`src/rtl/nested_agu_pkg.sv`:
```
package nested_agu_pkg;

  typedef enum logic [2:0] {
    ST_IDLE,
    ST_REQ_P1H,
    ST_CAP_P1L,
    ST_CAP_P1H,
    ST_REQ_P2H,
    ST_CAP_P2L,
    ST_CAP_P2H
  } agu_state_t;

endpackage

```
`src/rtl/agu_index_ext.sv`:
```
// Converts an index register value into an address offset.
// Narrow indices are zero-extended and optionally shifted left.
module agu_index_ext #(
  parameter int AW          = 16,
  parameter int NW          = 8,
  parameter int SHORT_SHIFT = 0
) (
  input  logic [AW-1:0] idx,
  input  logic          wide,
  output logic [AW-1:0] ofs
);

  localparam int PAD = AW - NW;

  logic [AW-1:0] narrow_ext;
  logic [AW-1:0] narrow_ofs;

  assign narrow_ext = {{PAD{1'b0}}, idx[NW-1:0]};

  generate
    if (SHORT_SHIFT == 0) begin : g_plain
      assign narrow_ofs = narrow_ext;
    end else begin : g_scaled
      assign narrow_ofs = narrow_ext << SHORT_SHIFT;
    end
  endgenerate

  always_comb begin
    ofs = wide ? idx : narrow_ofs;
  end

endmodule

```
`src/rtl/agu_seq.sv`:
```
// Read sequencer: two pointer fetches over a synchronous byte port.
module agu_seq
  import nested_agu_pkg::*;
#(
  parameter int DW = 8,
  parameter int ZW = 8
) (
  input  logic            clk,
  input  logic            rst,
  input  logic            start,
  input  logic [ZW-1:0]   zp,
  input  logic [2*DW-1:0] x_ofs,
  input  logic [2*DW-1:0] y_ofs,
  input  logic [DW-1:0]   rd_data,
  output logic            accept,
  output logic            rd_en,
  output logic [2*DW-1:0] rd_addr,
  output logic            busy,
  output logic            done,
  output logic [2*DW-1:0] eff_addr
);

  localparam int AW = 2 * DW;
  localparam logic [ZW-1:0] ZP_ONE = {{(ZW-1){1'b0}}, 1'b1};
  localparam logic [AW-1:0] A_ONE  = {{(AW-1){1'b0}}, 1'b1};

  agu_state_t    st;
  logic [ZW-1:0] zp_q;
  logic [DW-1:0] lo_q;

  function automatic logic [AW-1:0] page0(input logic [ZW-1:0] off);
    return {{(AW-ZW){1'b0}}, off};
  endfunction

  assign accept = (st == ST_IDLE) && start;

  always_ff @(posedge clk) begin
    if (rst) begin
      st       <= ST_IDLE;
      zp_q     <= '0;
      lo_q     <= '0;
      rd_en    <= 1'b0;
      rd_addr  <= '0;
      busy     <= 1'b0;
      done     <= 1'b0;
      eff_addr <= '0;
    end else begin
      done <= 1'b0;
      case (st)
        ST_IDLE: begin
          if (start) begin
            zp_q    <= zp;
            rd_addr <= page0(zp);
            rd_en   <= 1'b1;
            busy    <= 1'b1;
            st      <= ST_REQ_P1H;
          end
        end
        ST_REQ_P1H: begin
          rd_addr <= page0(zp_q + ZP_ONE);
          st      <= ST_CAP_P1L;
        end
        ST_CAP_P1L: begin
          lo_q  <= rd_data;
          rd_en <= 1'b0;
          st    <= ST_CAP_P1H;
        end
        ST_CAP_P1H: begin
          rd_addr <= {rd_data, lo_q} + x_ofs;
          rd_en   <= 1'b1;
          st      <= ST_REQ_P2H;
        end
        ST_REQ_P2H: begin
          rd_addr <= rd_addr + A_ONE;
          st      <= ST_CAP_P2L;
        end
        ST_CAP_P2L: begin
          lo_q  <= rd_data;
          rd_en <= 1'b0;
          st    <= ST_CAP_P2H;
        end
        ST_CAP_P2H: begin
          eff_addr <= {rd_data, lo_q} + y_ofs;
          done     <= 1'b1;
          busy     <= 1'b0;
          st       <= ST_IDLE;
        end
        default: st <= ST_IDLE;
      endcase
    end
  end

endmodule

```
`src/rtl/nested_ptr_agu.sv`:
```
// Effective address generator for the ((zp),X),Y operand form.
module nested_ptr_agu #(
  parameter int DW = 8,
  parameter int ZW = 8
) (
  input  logic            clk,
  input  logic            rst,
  input  logic            start,
  input  logic [ZW-1:0]   zp,
  input  logic [2*DW-1:0] x_val,
  input  logic            x_wide,
  input  logic [2*DW-1:0] y_val,
  input  logic            y_wide,
  output logic            rd_en,
  output logic [2*DW-1:0] rd_addr,
  input  logic [DW-1:0]   rd_data,
  output logic            busy,
  output logic            done,
  output logic [2*DW-1:0] eff_addr
);

  localparam int AW = 2 * DW;

  logic          accept;
  logic [AW-1:0] x_q, y_q;
  logic          xw_q, yw_q;
  logic [AW-1:0] x_ofs, y_ofs;

  // Index operands are captured once per operation.
  always_ff @(posedge clk) begin
    if (rst) begin
      x_q  <= '0;
      y_q  <= '0;
      xw_q <= 1'b0;
      yw_q <= 1'b0;
    end else if (accept) begin
      x_q  <= x_val;
      y_q  <= y_val;
      xw_q <= x_wide;
      yw_q <= y_wide;
    end
  end

  // A narrow X steps through a table of 2-byte pointers.
  agu_index_ext #(.AW(AW), .NW(DW), .SHORT_SHIFT(1)) i_x_ext (
    .idx  (x_q),
    .wide (xw_q),
    .ofs  (x_ofs)
  );

  agu_index_ext #(.AW(AW), .NW(DW), .SHORT_SHIFT(0)) i_y_ext (
    .idx  (y_q),
    .wide (yw_q),
    .ofs  (y_ofs)
  );

  agu_seq #(.DW(DW), .ZW(ZW)) i_seq (
    .clk      (clk),
    .rst      (rst),
    .start    (start),
    .zp       (zp),
    .x_ofs    (x_ofs),
    .y_ofs    (y_ofs),
    .rd_data  (rd_data),
    .accept   (accept),
    .rd_en    (rd_en),
    .rd_addr  (rd_addr),
    .busy     (busy),
    .done     (done),
    .eff_addr (eff_addr)
  );

endmodule

```
`config.mk`:
```
export PLATFORM = sky130hd
export DESIGN_NAME = nested_ptr_agu
export DESIGN_NICKNAME = d
export VERILOG_FILES = /design/src/rtl/nested_agu_pkg.sv /design/src/rtl/agu_index_ext.sv /design/src/rtl/agu_seq.sv /design/src/rtl/nested_ptr_agu.sv
export SDC_FILE = /design/constraint.sdc
export NUM_CORES = 1
export LEC_CHECK = 0
export BUFFER_PORTS_ARGS = -buffer_cell sky130_fd_sc_hd__buf_2
export CAP_MARGIN = 30
export CORE_ASPECT_RATIO = 1.5
export CORE_MARGIN = 2
export CORE_UTILIZATION = 36
export CTS_CLUSTER_DIAMETER = 40
export DETAILED_ROUTE_END_ITERATION = 10
export HOLD_SLACK_MARGIN = 0.06
export SLEW_MARGIN = 25
export SYNTH_ARGS = -nofsm -noshare
export SYNTH_HDL_FRONTEND = slang
export SYNTH_SLANG_ARGS = --single-unit
```
`constraint.sdc`:
```
create_clock -name clk -period 3.1 [get_ports clk]
set_clock_uncertainty 0.15 [all_clocks]
set_input_delay 0.775 -clock clk [delete_from_list [all_inputs] [get_ports clk]]
set_output_delay 0.775 -clock clk [all_outputs]
set_load 0.005 [all_outputs]
```
==> metrics <==
I/O pin cnt=88; ANT cells=0; VDD IR-drop max=0.2874 mV; core area=0.01446 sq mm; logic gate share of total power=19.8%; global route overflow=0; CTS tree=yes; clock sinks=88; post-route cell area=0.006251 sq mm; max_slew headroom=52.87%; Synth Instances=687; Worst R2R Path Depth=9; Clk pin slew, worst setup/hold paths=70 ps; Total Power=3.043 mW; Die W=103.0 um; Crit. Startpoint=xw_q; combinational family with the most area after synthesis=compound AO/OA/AOI/OAI gates; setup TNS=0 ps; complex-gate fraction of the synthesized area=24.03%; Global Route Usage Sum=19.03%; syn_area_per_cell=7.700 sq um; final WL=14.97 mm; largest net degree at the start of global routing=34; fillers=1,575; Seq/Total Area, Yosys=33.30%; Switching Fraction=28.95%; drt initial violations=240; gpl congestion=0.9274; min cycle time layout=2891 ps; H-tree depth=3; CTS buffer count=9; crit path DAT=2950 ps; Leakage=2.639 nW; outcome=finished, final reports clean; Via-to-Cell Ratio=5.261; cell-internal power=2.162 mW; die height=152.5 um; Synth cell types=59; R2R setup slack=210 ps; Simple-Gate Fraction of Synth Area=21.88%; post-synthesis mux area share=3.406%; post-route ant nets=0; ys async rst share=0%; clock latency on the worst-skew pair=340 ps; CP required=3160 ps; most frequent cell after synthesis=nand2_1; starting density of the core=36.59%; Syn Nets=774; synth top area cells=dfxtp_1, nand2_1, a21oi_1; number of global-route vias before repair=4,644; hold_buf cts=0; fin util=43.23%; crit path capture=i_seq.rd_addr[11]; final number of setup-violating endpoints=0; CP Capture Type=register; top_reg_cell synth=dfxtp_1; number of synthesized register bits=88; PwrDens=486.8 mW/mm^2; Sequential Power Share=42.4%; Vias=5,066; HP Class=reg2reg; unrepaired setup endpoints after global routing=false; top-area cell type share of the netlist area=33.30%; Final Max Tran Viols=0; port bufs=87; top post-synthesis cells by count=nand2_1, dfxtp_1, a21oi_1; period utilization=93.26%; Final Hold Viols=0; DRC viols=0; Root Buffer Master=clkbuf_16; Yosys top cell by area=dfxtp_1; type of origin of the critical path=register; Layout Area Growth over Synthesis=18.16%; EDFF count, synth=0; total setup buffers inserted after CTS=0; Critical R2R Launch=xw_q; yosys warns=0; dpl cell area=0.005938 sq mm; Post-Synthesis Cell Area=0.005290 sq mm; FMAX=0.3459 GHz; TritonRoute pass-1 iters=5; Clock Tree Buf Depth=2; Max FO, Critical Path=11; Synth Area in Adders=8.325%; wire per inst=15.54 um; worst setup path category=reg2reg; Core Rows=54; reg2reg end=i_seq.rd_addr[11]; Final nets=850; Clk network pwr share=37.8%; Die ar.=0.01570 sq mm; initial antenna violation count=0; max-cap viol count=0; sw power=881.0 uW; layout cell share with drive strength beyond 1=17.47%; xor-xnor portion of the synthesized cell area=5.464%; Detailed Place HPWL=11.78 mm; measured slew at the worst slew-check pin=705.0 ps; global-route wire length before repair=23.58 mm
layer usage:
metal | GRT usage [%] | routed length, um | vias up
li1 | - | - | 2595
met1 | 24.24 | 6420 | 2324
met2 | 31.51 | 7447 | 124
met3 | 2.569 | 589 | 23
met4 | 8.333 | 509 | 0
met5 | 0 | 0 | -
power groups by stage:
stage,logic (mW),registers [mW],clock network [mW]
6_report,0.602,1.29,1.15
2_1_floorplan,0.420,1.29,0
5_1_grt,0.675,1.30,1.23
4_1_cts,0.606,1.29,1.17
3_3_place_gp,0.605,1.31,0
3_5_place_dp,0.602,1.32,0
how the worst min path moves through the flow:
stage | startpoint | end | slack [ps] | cells past startpoint
6_report | x_q[13] | x_q[13] | 300 | 2
3_3_place_gp | y_q[8] | y_q[8] | 290 | 2
2_1_floorplan | x_q[10] | x_q[10] | 280 | 2
4_1_cts | x_q[14] | x_q[14] | 300 | 2
3_5_place_dp | x_q[14] | x_q[14] | 290 | 2
5_1_grt | y_q[13] | y_q[13] | 310 | 2
cells in the final DEF, fill, tap and decap left out, types with 10 or more instances in the layout:
cell type,n
nor2_1,44
xnor2_1,27
a21oi_1,86
nor3_1,10
nand3_1,22
buf_2,87
ha_1,32
and2_1,16
nand2_1,142
buf_4,13
dfxtp_1,88
o21ai_0,32
cell families (layout without fill, tap and decap cells):
logic type	count (synthesis)	in the layout
simple gates	264	264
compound gates	205	205
flops	88	88
buf+inv	46	126
fa+ha+maj	34	34
xor+xnor	33	33
mux	17	17
state kept, by name, indices dropped and copies added, names as in the netlist:
register,flops
i_seq.busy,1
i_seq.done,1
i_seq.eff_addr,16
i_seq.lo_q,8
i_seq.rd_addr,16
i_seq.rd_en,1
i_seq.st,3
i_seq.zp_q,8
x_q,16
xw_q,1
y_q,16
yw_q,1
per-stage QoR:
step           instances  setup slack [ps]  hold slack [ps]
4_1_cts              963             167.3            300.4
2_1_floorplan        687             334.8            281.7
3_5_place_dp         948             195.3            292.0
6_report             963             209.0            299.8
5_1_grt              963             3.521            313.9
3_3_place_gp         948             247.7            290.3
what timing repair did:
item | CTS | global route
resized for setup | 0 | 1
hold endpoints to repair | 0 | 0
endpoints found under the setup margin | 0 | 2
worst max-delay path, cell delays in order (launching register included):
cell and delay [ps]:
dfxtp_1 460, buf_4 220, mux2_2 350, ha_1 230, a2111oi_1 400, o21ai_1 180, a21oi_1 270, xnor2_1 120
a222oi_1 310, nor2_1 70
cell type report:
class	instances	area (sq um)	area share, %
sequential	88	1762	28.18
inverter	10	37.54	0.6005
multi-input combinational	553	3342	53.46
clock inverter	5	82.58	1.321
clock buffer	10	229.0	3.663
tap	196	245.2	3.923
timing repair buffer	101	553.0	8.847
Power figures use the tool's default switching activity.
